===== src/rtl/spi_reg_pkg.sv =====
package spi_reg_pkg;
  localparam int ADDR_W = 6;
  localparam int DATA_W = 8;

  typedef struct packed {
    logic              wr;
    logic              inc;
    logic [ADDR_W-1:0] addr;
  } cmd_t;
endpackage


===== src/rtl/spi_rx_shift.sv =====
module spi_rx_shift (
  input  logic       sck_i,
  input  logic       txn_rst_ni,
  input  logic       din_i,
  output logic [2:0] bit_cnt_o,
  output logic       byte_done_o,
  output logic [7:0] byte_o
);
  logic [6:0] sh_q;
  logic [2:0] cnt_q;

  always_ff @(posedge sck_i or negedge txn_rst_ni) begin
    if (!txn_rst_ni) begin
      sh_q  <= '0;
      cnt_q <= '0;
    end else begin
      sh_q  <= {sh_q[5:0], din_i};
      cnt_q <= cnt_q + 3'd1;
    end
  end

  assign bit_cnt_o   = cnt_q;
  assign byte_done_o = (cnt_q == 3'd7);
  assign byte_o      = {sh_q, din_i};
endmodule


===== src/rtl/spi_cmd_ctrl.sv =====
module spi_cmd_ctrl
  import spi_reg_pkg::*;
(
  input  logic              sck_i,
  input  logic              txn_rst_ni,
  input  logic              byte_done_i,
  input  logic [7:0]        byte_i,
  output logic              cmd_done_o,
  output logic              wr_o,
  output logic              inc_o,
  output logic [ADDR_W-1:0] addr_o,
  output logic              wr_en_o,
  output logic              rd_adv_o
);
  cmd_t cmd_q;
  logic cmd_done_q;

  always_ff @(posedge sck_i or negedge txn_rst_ni) begin
    if (!txn_rst_ni) begin
      cmd_q      <= '0;
      cmd_done_q <= 1'b0;
    end else if (byte_done_i) begin
      if (!cmd_done_q) begin
        cmd_q      <= cmd_t'(byte_i);
        cmd_done_q <= 1'b1;
      end else if (cmd_q.inc) begin
        cmd_q.addr <= cmd_q.addr + 1'b1; // 6-bit wrap
      end
    end
  end

  assign cmd_done_o = cmd_done_q;
  assign wr_o       = cmd_q.wr;
  assign inc_o      = cmd_q.inc;
  assign addr_o     = cmd_q.addr;
  assign wr_en_o    = byte_done_i & cmd_done_q & cmd_q.wr;
  assign rd_adv_o   = byte_done_i & cmd_done_q & ~cmd_q.wr;
endmodule


===== src/rtl/spi_reg_bank.sv =====
module spi_reg_bank
  import spi_reg_pkg::*;
#(
  parameter int              FIFO_DEPTH = 16,
  parameter logic [ADDR_W-1:0] FIFO_ADDR = 6'h20,
  parameter logic [ADDR_W-1:0] STAT_ADDR = 6'h21,
  localparam int             CNT_W      = $clog2(FIFO_DEPTH + 1),
  localparam int             PTR_W      = $clog2(FIFO_DEPTH)
) (
  input  logic              sck_i,
  input  logic              rst_ni,
  input  logic              wr_en_i,
  input  logic              rd_adv_i,
  input  logic [ADDR_W-1:0] addr_i,
  input  logic [DATA_W-1:0] wdata_i,
  output logic [DATA_W-1:0] rdata_o,
  output logic [CNT_W-1:0]  fifo_cnt_o,
  output logic              underflow_o,
  output logic              overflow_o
);
  localparam int NREG = 1 << ADDR_W;

  logic [DATA_W-1:0] regs_q [NREG];
  logic [DATA_W-1:0] fifo_q [FIFO_DEPTH];
  logic [PTR_W-1:0]  wr_ptr_q, rd_ptr_q;
  logic [CNT_W-1:0]  cnt_q;
  logic              uf_q, of_q;

  logic is_fifo, is_stat, push, pop, full, empty;
  assign is_fifo = (addr_i == FIFO_ADDR);
  assign is_stat = (addr_i == STAT_ADDR);
  assign push    = wr_en_i & is_fifo;
  assign pop     = rd_adv_i & is_fifo;
  assign full    = (cnt_q == CNT_W'(FIFO_DEPTH));
  assign empty   = (cnt_q == '0);

  generate
    for (genvar g = 0; g < NREG; g++) begin : g_reg
      always_ff @(posedge sck_i or negedge rst_ni) begin
        if (!rst_ni) regs_q[g] <= '0;
        else if (wr_en_i && addr_i == ADDR_W'(g) && !is_fifo && !is_stat)
          regs_q[g] <= wdata_i;
      end
    end
  endgenerate

  always_ff @(posedge sck_i) begin
    if (push && !full) fifo_q[wr_ptr_q] <= wdata_i;
  end

  always_ff @(posedge sck_i or negedge rst_ni) begin
    if (!rst_ni) begin
      wr_ptr_q <= '0;
      rd_ptr_q <= '0;
      cnt_q    <= '0;
      uf_q     <= 1'b0;
      of_q     <= 1'b0;
    end else begin
      if (push) begin
        if (full) of_q <= 1'b1;
        else begin
          wr_ptr_q <= (wr_ptr_q == PTR_W'(FIFO_DEPTH - 1)) ? '0 : wr_ptr_q + 1'b1;
          cnt_q    <= cnt_q + 1'b1;
        end
      end
      if (pop) begin
        if (empty) uf_q <= 1'b1;
        else begin
          rd_ptr_q <= (rd_ptr_q == PTR_W'(FIFO_DEPTH - 1)) ? '0 : rd_ptr_q + 1'b1;
          cnt_q    <= cnt_q - 1'b1;
        end
      end
    end
  end

  always_comb begin
    if (is_fifo)      rdata_o = empty ? '0 : fifo_q[rd_ptr_q];
    else if (is_stat) rdata_o = {uf_q, of_q, 1'b0, 5'(cnt_q)};
    else              rdata_o = regs_q[addr_i];
  end

  assign fifo_cnt_o  = cnt_q;
  assign underflow_o = uf_q;
  assign overflow_o  = of_q;
endmodule


===== src/rtl/spi_tx_shift.sv =====
module spi_tx_shift (
  input  logic       sck_i,
  input  logic       txn_rst_ni,
  input  logic       load_i,
  input  logic [7:0] data_i,
  output logic       bit_o,
  output logic       active_o
);
  logic [7:0] sh_q;
  logic       act_q;

  always_ff @(negedge sck_i or negedge txn_rst_ni) begin
    if (!txn_rst_ni) begin
      sh_q  <= '0;
      act_q <= 1'b0;
    end else if (load_i) begin
      sh_q  <= data_i;
      act_q <= 1'b1;
    end else begin
      sh_q  <= {sh_q[6:0], 1'b0};
    end
  end

  assign bit_o    = sh_q[7];
  assign active_o = act_q;
endmodule


===== src/rtl/spi_reg_slave.sv =====
module spi_reg_slave
  import spi_reg_pkg::*;
#(
  parameter int                FIFO_DEPTH = 16,
  parameter logic [ADDR_W-1:0] FIFO_ADDR  = 6'h20,
  parameter logic [ADDR_W-1:0] STAT_ADDR  = 6'h21
) (
  input  logic rst_ni,
  input  logic sck_i,
  input  logic cs_ni,
  input  logic mosi_i,
  output logic mosi_o,
  output logic mosi_oe_o,
  output logic miso_o,
  output logic miso_oe_o,
  input  logic three_wire_i,
  input  logic irq_mux_i,
  input  logic irq_i,
  output logic irq_o
);
  localparam int CNT_W = $clog2(FIFO_DEPTH + 1);

  // transaction state clears whenever select is released
  logic txn_rst_n;
  assign txn_rst_n = rst_ni & ~cs_ni;

  logic [2:0]        bit_cnt;
  logic              byte_done;
  logic [7:0]        rx_byte;
  logic              cmd_done, cmd_wr, cmd_inc, wr_en, rd_adv;
  logic [ADDR_W-1:0] cur_addr;
  logic [DATA_W-1:0] rdata;
  logic [CNT_W-1:0]  fifo_cnt;
  logic              underflow, overflow;
  logic              tx_bit, tx_act;

  spi_rx_shift u_rx (
    .sck_i(sck_i), .txn_rst_ni(txn_rst_n), .din_i(mosi_i),
    .bit_cnt_o(bit_cnt), .byte_done_o(byte_done), .byte_o(rx_byte)
  );

  spi_cmd_ctrl u_ctrl (
    .sck_i(sck_i), .txn_rst_ni(txn_rst_n), .byte_done_i(byte_done),
    .byte_i(rx_byte), .cmd_done_o(cmd_done), .wr_o(cmd_wr), .inc_o(cmd_inc),
    .addr_o(cur_addr), .wr_en_o(wr_en), .rd_adv_o(rd_adv)
  );

  spi_reg_bank #(
    .FIFO_DEPTH(FIFO_DEPTH), .FIFO_ADDR(FIFO_ADDR), .STAT_ADDR(STAT_ADDR)
  ) u_bank (
    .sck_i(sck_i), .rst_ni(rst_ni), .wr_en_i(wr_en), .rd_adv_i(rd_adv),
    .addr_i(cur_addr), .wdata_i(rx_byte), .rdata_o(rdata),
    .fifo_cnt_o(fifo_cnt), .underflow_o(underflow), .overflow_o(overflow)
  );

  spi_tx_shift u_tx (
    .sck_i(sck_i), .txn_rst_ni(txn_rst_n),
    .load_i(cmd_done & ~cmd_wr & (bit_cnt == 3'd0)),
    .data_i(rdata), .bit_o(tx_bit), .active_o(tx_act)
  );

  assign miso_o    = tx_bit;
  assign miso_oe_o = ~cs_ni & ~three_wire_i;
  assign mosi_o    = cs_ni ? irq_i : tx_bit;
  assign mosi_oe_o = cs_ni ? irq_mux_i : (three_wire_i & tx_act);
  assign irq_o     = irq_mux_i ? 1'b0 : irq_i;
endmodule


===== config.mk =====
export PLATFORM = sky130hd
export DESIGN_NAME = spi_reg_slave
export DESIGN_NICKNAME = d
export VERILOG_FILES = /design/src/rtl/spi_reg_pkg.sv /design/src/rtl/spi_rx_shift.sv /design/src/rtl/spi_cmd_ctrl.sv /design/src/rtl/spi_reg_bank.sv /design/src/rtl/spi_tx_shift.sv /design/src/rtl/spi_reg_slave.sv
export SDC_FILE = /design/constraint.sdc
export NUM_CORES = 1
export LEC_CHECK = 0
export BUFFER_PORTS_ARGS = -buffer_cell sky130_fd_sc_hd__buf_2
export CAP_MARGIN = 20
export CORE_MARGIN = 5
export CORE_UTILIZATION = 54
export DETAILED_ROUTE_END_ITERATION = 10
export MAX_ROUTING_LAYER = met4
export PLACE_DENSITY = 0.73
export SETUP_SLACK_MARGIN = 0.4
export SYNTH_ARGS = -nofsm -noshare
export SYNTH_HDL_FRONTEND = slang
export SYNTH_SLANG_ARGS = --single-unit

===== constraint.sdc =====
create_clock -name sck_i -period 3.9 [get_ports sck_i]
set_input_delay 0.195 -clock sck_i [delete_from_list [all_inputs] [get_ports sck_i]]
set_output_delay 0.195 -clock sck_i [all_outputs]
set_load 0.03 [all_outputs]

==> results.cfg, run 1 <==
[placed_design]
io_buffers = 11
dpl_cell_area_um2 = 32700
pre_cts_ws_ns = -0.622
place_congestion = 0.886
dpl.hpwl_um = 47700

[cells_and_area]
diodes = 0
layout_commonest_cell = dfrtp_1
design_area_um2 = 36200
drive_above_1_share_pct = 47.3
area_delta_synth_final_pct = 17.2
fin_nets = 2243
final_cell_mix = dfrtp_1 (534), mux2_2 (505), buf_4 (175), mux2i_1 (128), edfxtp_1 (128)
final_util_pct = 64.1

[route]
first_pass_iters = 5
ant_nets = 0
wl_per_cell_um = 24.6
route.vias.total = 18500
drt_iter0_drc = 1398
drcViolationCount = 0
finalWirelength_um = 74800
viasPerCell = 6.11

[power_and_ir_drop]
p_leak_nw = 16.3
peakVddDrop_mv = 0.354
p_per_area_nw_per_um2 = 478

[global_route]
antenna_found_initial = 0
grt_pass1_wl_um = 118000
grt_pass1_vias = 19900
grt_max_degree = 185
grt_overflow = 0
track_usage_pct = 24.9

[synth]
yosysTopAreaCell = dfrtp_1
syn-num-nets = 2110
yosys_warnings = 0
synth_ff_type = dfrtp_1
synthCells = 2089
avgSynthCellArea_um2 = 14.8
synth_cell_types = 63
synth-seq-cells = 683
synth_area_leaders = dfrtp_1 (44%), mux2_2 (18%), edfxtp_1 (12%), mux4_2 (7.1%), mux2i_1 (4.7%)
netlist_area_um2 = 30900
synthArstFlopShare_pct = 81.3
synth_edf_count = 128
synth-seq-area-share_pct = 57.4
synth_top_area_share_pct = 44.2

[worst_setup_path]
critical_path_class = flop to flop
startpoint_type = flop
end_kind = flop
required_ns = 2.37
crit_arrival_ns = 2.77
critPathMaxFanout = 7

[flow_run]
maxCapViolCount = 0

[min_path]
hold_path_class = primary input to flop

[die]
die_x_um = 249
die_h_um = 249
dieArea_um2 = 62100
core_area_um2 = 56500
start_util_pct = 54.7
io_pins = 12
rows = 87

[sta]
hold_violations = 0
fin_ws_ns = -0.407
relSlewSlack_pct = 32.2
rsz0062_at_grt = true
setup_viol = 8
clock_skew_ns = 0.0346
worst_pin_slew_ns = 1.02
fin_tns_setup_ns = -2.82
maxSlewViolCount = 0

[clock_tree]
clk_latency_ns = 0.62
clock_path_buffers = 3
cts.clk_slew.worst_paths_ns = 0.06
cts-buffers-inserted = 72
cts_tree = yes
htree_num_levels = 3
clkSinkCount = 683
root_buffer = clkbuf_16

[status]
run_status = finished with violations
violations = setup timing
[where the power goes]
part	internal (mW)	switching, mW
sequential	7.47	0.168
clock	4.14	2.79
combinational	1.23	1.49
[synthesized netlist by cell type, types with 25 or more instances]
| master | instances |
|---|---|
| nor2_1 | 26 |
| buf_2 | 28 |
| nand2_1 | 83 |
| nand3_1 | 60 |
| edfxtp_1 | 128 |
| mux4_2 | 98 |
| a22oi_1 | 55 |
| mux2i_1 | 144 |
| a21oi_1 | 25 |
| mux2_2 | 506 |
| clkbuf_1 | 110 |
| dfrtp_1 | 546 |
[repair_timing]
action / CTS / global route
pin swaps: 22 / 26
endpoints found under the setup margin: 10 / 26
hold buffers: 2 / 0
gates cloned: 4 / 4
buffers inserted: 18 / 18
gates resized for setup: 79 / 42
endpoints found under the hold margin: 131 / 0
[registers in the layout, indices dropped and copies added, names as in the netlist, 3 cells and up]
| register | count |
|---|---|
| u_bank.fifo_cnt_o | 5 |
| u_bank.fifo_q | 128 |
| u_bank.rd_ptr_q | 4 |
| u_bank.regs_q | 512 |
| u_bank.wr_ptr_q | 4 |
| u_ctrl.addr_o | 6 |
| u_rx.bit_cnt_o | 3 |
| u_rx.sh_q | 7 |
| u_tx.sh_q | 8 |
[critical path, stage by stage, from the launching register on]
cell      delay [ns]
dfrtp_4         0.57
buf_12          0.18
buf_12          0.14
buf_12          0.14
mux2i_2         0.20
a22oi_2         0.11
and4b_1         0.21
a31o_4          0.23
o211ai_1        0.25
nand3_1         0.13
[layer usage]
metal / GRT usage [%] / wire (um) / vias up / part of all wire, %
li1: - / - / 8044 / -
met1: 33.8 / 32300 / 9839 / 43
met2: 39.2 / 36500 / 523 / 49
met3: 4.73 / 4060 / 125 / 5.4
met4: 6.59 / 1880 / 0 / 2.5
met5: - / 0 / - / 0
[cells by family after synthesis]
family | Yosys count | synth area share (%)
mux | 748 | 30.3
compound gates | 168 | 3.83
simple gates | 283 | 5.00
xor+xnor | 4 | 0.113
fa+ha+maj | 14 | 0.567
flops | 683 | 57.4
buf+inv | 189 | 2.84
[metrics by stage]
stage | instances | hold WS [ns] | power [mW]
after global placement | 2855 | 0.360 | 10.1
final | 3033 | 0.343 | 17.3
after detailed placement | 2855 | 0.363 | 10.1
after floorplan | 2089 | -0.101 | 9.01
after global routing | 3033 | 0.340 | 17.9
after CTS | 3008 | 0.290 | 17.3
[area by class of cell]
class | count | area [um^2]
clock buffer | 105 | 2140
clock inverter | 24 | 265
fill | 3915 | 20300
inverter | 15 | 61.3
multi-input combinational | 1217 | 12700
sequential | 683 | 17800
tap | 756 | 946
timing repair buffer | 233 | 2330
[path summary, 6_finish.rpt]
path | startpoint | endpoint | slack (ns) | depth (start not counted)
min in group asynchronous | rst_ni | u_bank.regs_q[54] | 0.36 | 3
worst max-delay path | u_ctrl.addr_o[0] | u_tx.sh_q[5] | -0.41 | 9
max in group asynchronous | rst_ni | u_tx.active_o | 1.06 | 3
worst min register to register | u_bank.regs_q[249] | u_bank.regs_q[249] | 0.37 | 0
worst max register to register | u_ctrl.addr_o[0] | u_tx.sh_q[5] | -0.41 | 9
worst min-delay path | mosi_i | u_ctrl.addr_o[0] | 0.34 | 3
Power figures use the tool's default switching activity.
==> run 2, diff against run 1 <==
--- a/config.mk
+++ b/config.mk
@@ -15,4 +15,6 @@
 export SETUP_SLACK_MARGIN = 0.4
 export SYNTH_ARGS = -nofsm -noshare
 export SYNTH_HDL_FRONTEND = slang
+export SYNTH_HIERARCHICAL = 1
 export SYNTH_SLANG_ARGS = --single-unit
+export TNS_END_PERCENT = 1
==> results.cfg, run 2 <==
[power_and_ir_drop]
p_leak_nw = 15.6
p_per_area_nw_per_um2 = 424
peakVddDrop_mv = 0.457

[worst_setup_path]
cp_num_cells = 9
r2r_slack_ns = -0.80
critPathMaxFanout = 19
crit_start = u_ctrl/addr_o[1]
end_kind = flop
cp_top_family = multiplexers
required_ns = 2.39
cp_slowest_cell = dfrtp_4
crit_arrival_ns = 3.19
startpoint_type = flop
worstPathCellList = buf_4 -> buf_6 -> mux4_2 -> mux2i_1 -> o22ai_1 -> nand2_1 -> o21ai_2 -> or4_4 -> mux2_4
r2r-start = u_ctrl/addr_o[1]
reg2reg_to = u_tx/sh_q[4]
critical-path-max-stage-delay_ns = 0.53
worst-path-buf-inv = 2
critical_path_class = flop to flop
r2r_cells = 9

[synth]
syn-num-nets = 1952
synth.most_common_cell = dfrtp_1
synth-seq-cells = 676
synth_ff_type = dfrtp_1
avgSynthCellArea_um2 = 15.6
synthCells = 1935
synth_area_leaders = dfrtp_1 (45%), mux2_2 (19%), edfxtp_1 (13%), mux4_2 (10%), mux2i_1 (2.0%)
yosysTopAreaCell = dfrtp_1
netlist_area_um2 = 30100
synth_common_cells = dfrtp_1 (539), mux2_2 (506), mux4_2 (137), edfxtp_1 (128), clkbuf_1 (87)
synth-seq-area-share_pct = 58.2
synthArstFlopShare_pct = 81.1
synth_cell_types = 61
yosys_warnings = 6
synth_edf_count = 128
synth_top_area_share_pct = 44.7

[placed_design]
io_buffers = 11
dpl.hpwl_um = 49300
place_congestion = 0.938

[route]
finalWirelength_um = 75200
first_pass_iters = 5
drt_iter0_drc = 1688
viasPerCell = 6.25
route.vias.total = 18100
drcViolationCount = 0
ant_nets = 0
wl_per_cell_um = 26.0

[sta]
hold_violations = 0
maxSlewViolCount = 0
relSlewSlack_pct = 34.7
worst_pin_slew_ns = 0.980
fin_ws_ns = -0.802
rsz0062_at_grt = true
setup_viol = 8
clock_skew_ns = 0.0388
fin_tns_setup_ns = -5.87

[cells_and_area]
drive_above_1_share_pct = 48.9
regMostFlops = u_bank/regs_q
area_delta_synth_final_pct = 16.0
fillCellCount = 3911
final_cell_mix = dfrtp_1 (528), mux2_2 (505), buf_4 (182), mux4_2 (137), edfxtp_1 (128)
largest_reg_flops = 505
final_util_pct = 63.3
fin_nets = 2104
top_regs = u_bank/regs_q: 505 flops, u_bank/fifo_q: 128 flops, u_tx/sh_q: 8 flops
layout_commonest_cell = dfrtp_1
diodes = 0

[clock_tree]
htree_num_levels = 3
cts.clk_slew.worst_paths_ns = 0.07
clkSinkCount = 676
clock_path_buffers = 3
root_buffer = clkbuf_16
cts-buffers-inserted = 71
clk_latency_ns = 0.62
cts_tree = yes

[die]
start_util_pct = 54.6
die_h_um = 246
die_x_um = 246
rows = 86
core_area_um2 = 55200
io_pins = 12
dieArea_um2 = 60600

[global_route]
antenna_found_initial = 1
grt_use_met2_pct = 40.3
grt_pass1_wl_um = 117000
top_usage_layer = met2
grt_use_met3_pct = 4.30
grt_max_degree = 167
grt_pass1_vias = 18800
grt_use_met1_pct = 36.1
track_usage_pct = 26.0
grt_overflow = 0

[status]
run_status = finished with violations
violations = setup timing

[min_path]
hold_path_class = primary input to flop
min_to = u_rx/sh_q[0]
min_path_cells = 1
min_from = mosi_i

[flow_run]
maxCapViolCount = 0
-- run 2: cell types whose count changed in the layout (fill, tap and decap cells not counted), sizes merged, moves of 13 or more --
cell and delta:
mux2i -83, nand3 -53, mux4 +39, a22oi -28
o22ai +18, o21ai +16, nor2 -15, mux2 +14
a211oi -13
-- run 2: stage by stage --
step / power, mW / instance area (um^2) / instances / hold slack (ns) / setup slack, ns
after floorplan: 7.78 / 30200 / 1935 / -0.101 / -0.661
after global placement: 8.10 / 32200 / 2742 / 0.0280 / -0.967
after detailed placement: 8.12 / 32200 / 2742 / 0.0266 / -0.978
after CTS: 14.9 / 34800 / 2885 / 0.201 / -0.770
after global routing: 15.3 / 35000 / 2887 / 0.239 / -0.854
final: 14.8 / 35000 / 2887 / 0.219 / -0.802
-- run 2: logic make-up after synthesis --
logic type | count (synthesis) | synth area share, %
and+or+nand+nor | 217 | 3.69
adders and majority gates | 10 | 0.415
muxes | 718 | 31.8
xor gates and xnor gates | 5 | 0.145
AOI/OAI and AO/OA | 153 | 3.38
DFF | 676 | 58.2
buffers and inverters | 156 | 2.34
-- run 2: layout make-up --
class	instances	area, um^2	area share (%)
Tap cell	748	936	2.68
Inverter	14	52.6	0.150
Clock inverter	24	294	0.841
Sequential cell	676	17600	50.3
Timing Repair Buffer	221	1990	5.71
Clock buffer	101	2050	5.87
Multi-Input combinational cell	1103	12000	34.5
-- run 2: timing repair --
item,CTS,global route
pin swaps,12,4
buffers inserted,14,0
hold buffers,3,0
gates resized for setup,38,16
hold endpoints to repair,205,0
setup endpoints to repair,98,82
gates cloned,1,0
-- run 2: worst max path at each step --
stage / endpoint / slack [ns]
after detailed placement: u_tx/sh_q[6] / -0.98
after global routing: u_tx/sh_q[4] / -0.85
after global placement: u_tx/sh_q[6] / -0.97
after floorplan: u_tx/sh_q[6] / -0.66
final: u_tx/sh_q[4] / -0.80
after CTS: u_tx/sh_q[6] / -0.77
-- run 2: metal layers --
layer,up-vias,wire (um),share of wire [%]
li1,7619,-,-
met2,648,36300,48
met3,165,4710,6.3
met1,9619,31600,42
met5,-,0,0
met4,0,2590,3.4
-- run 2: power by group --
part / internal, mW / switching, mW / total, mW
Combinational: 0.290 / 0.409 / 0.698
Sequential: 7.25 / 0.0813 / 7.34
Clock: 4.07 / 2.73 / 6.80
Total: 11.6 / 3.22 / 14.8
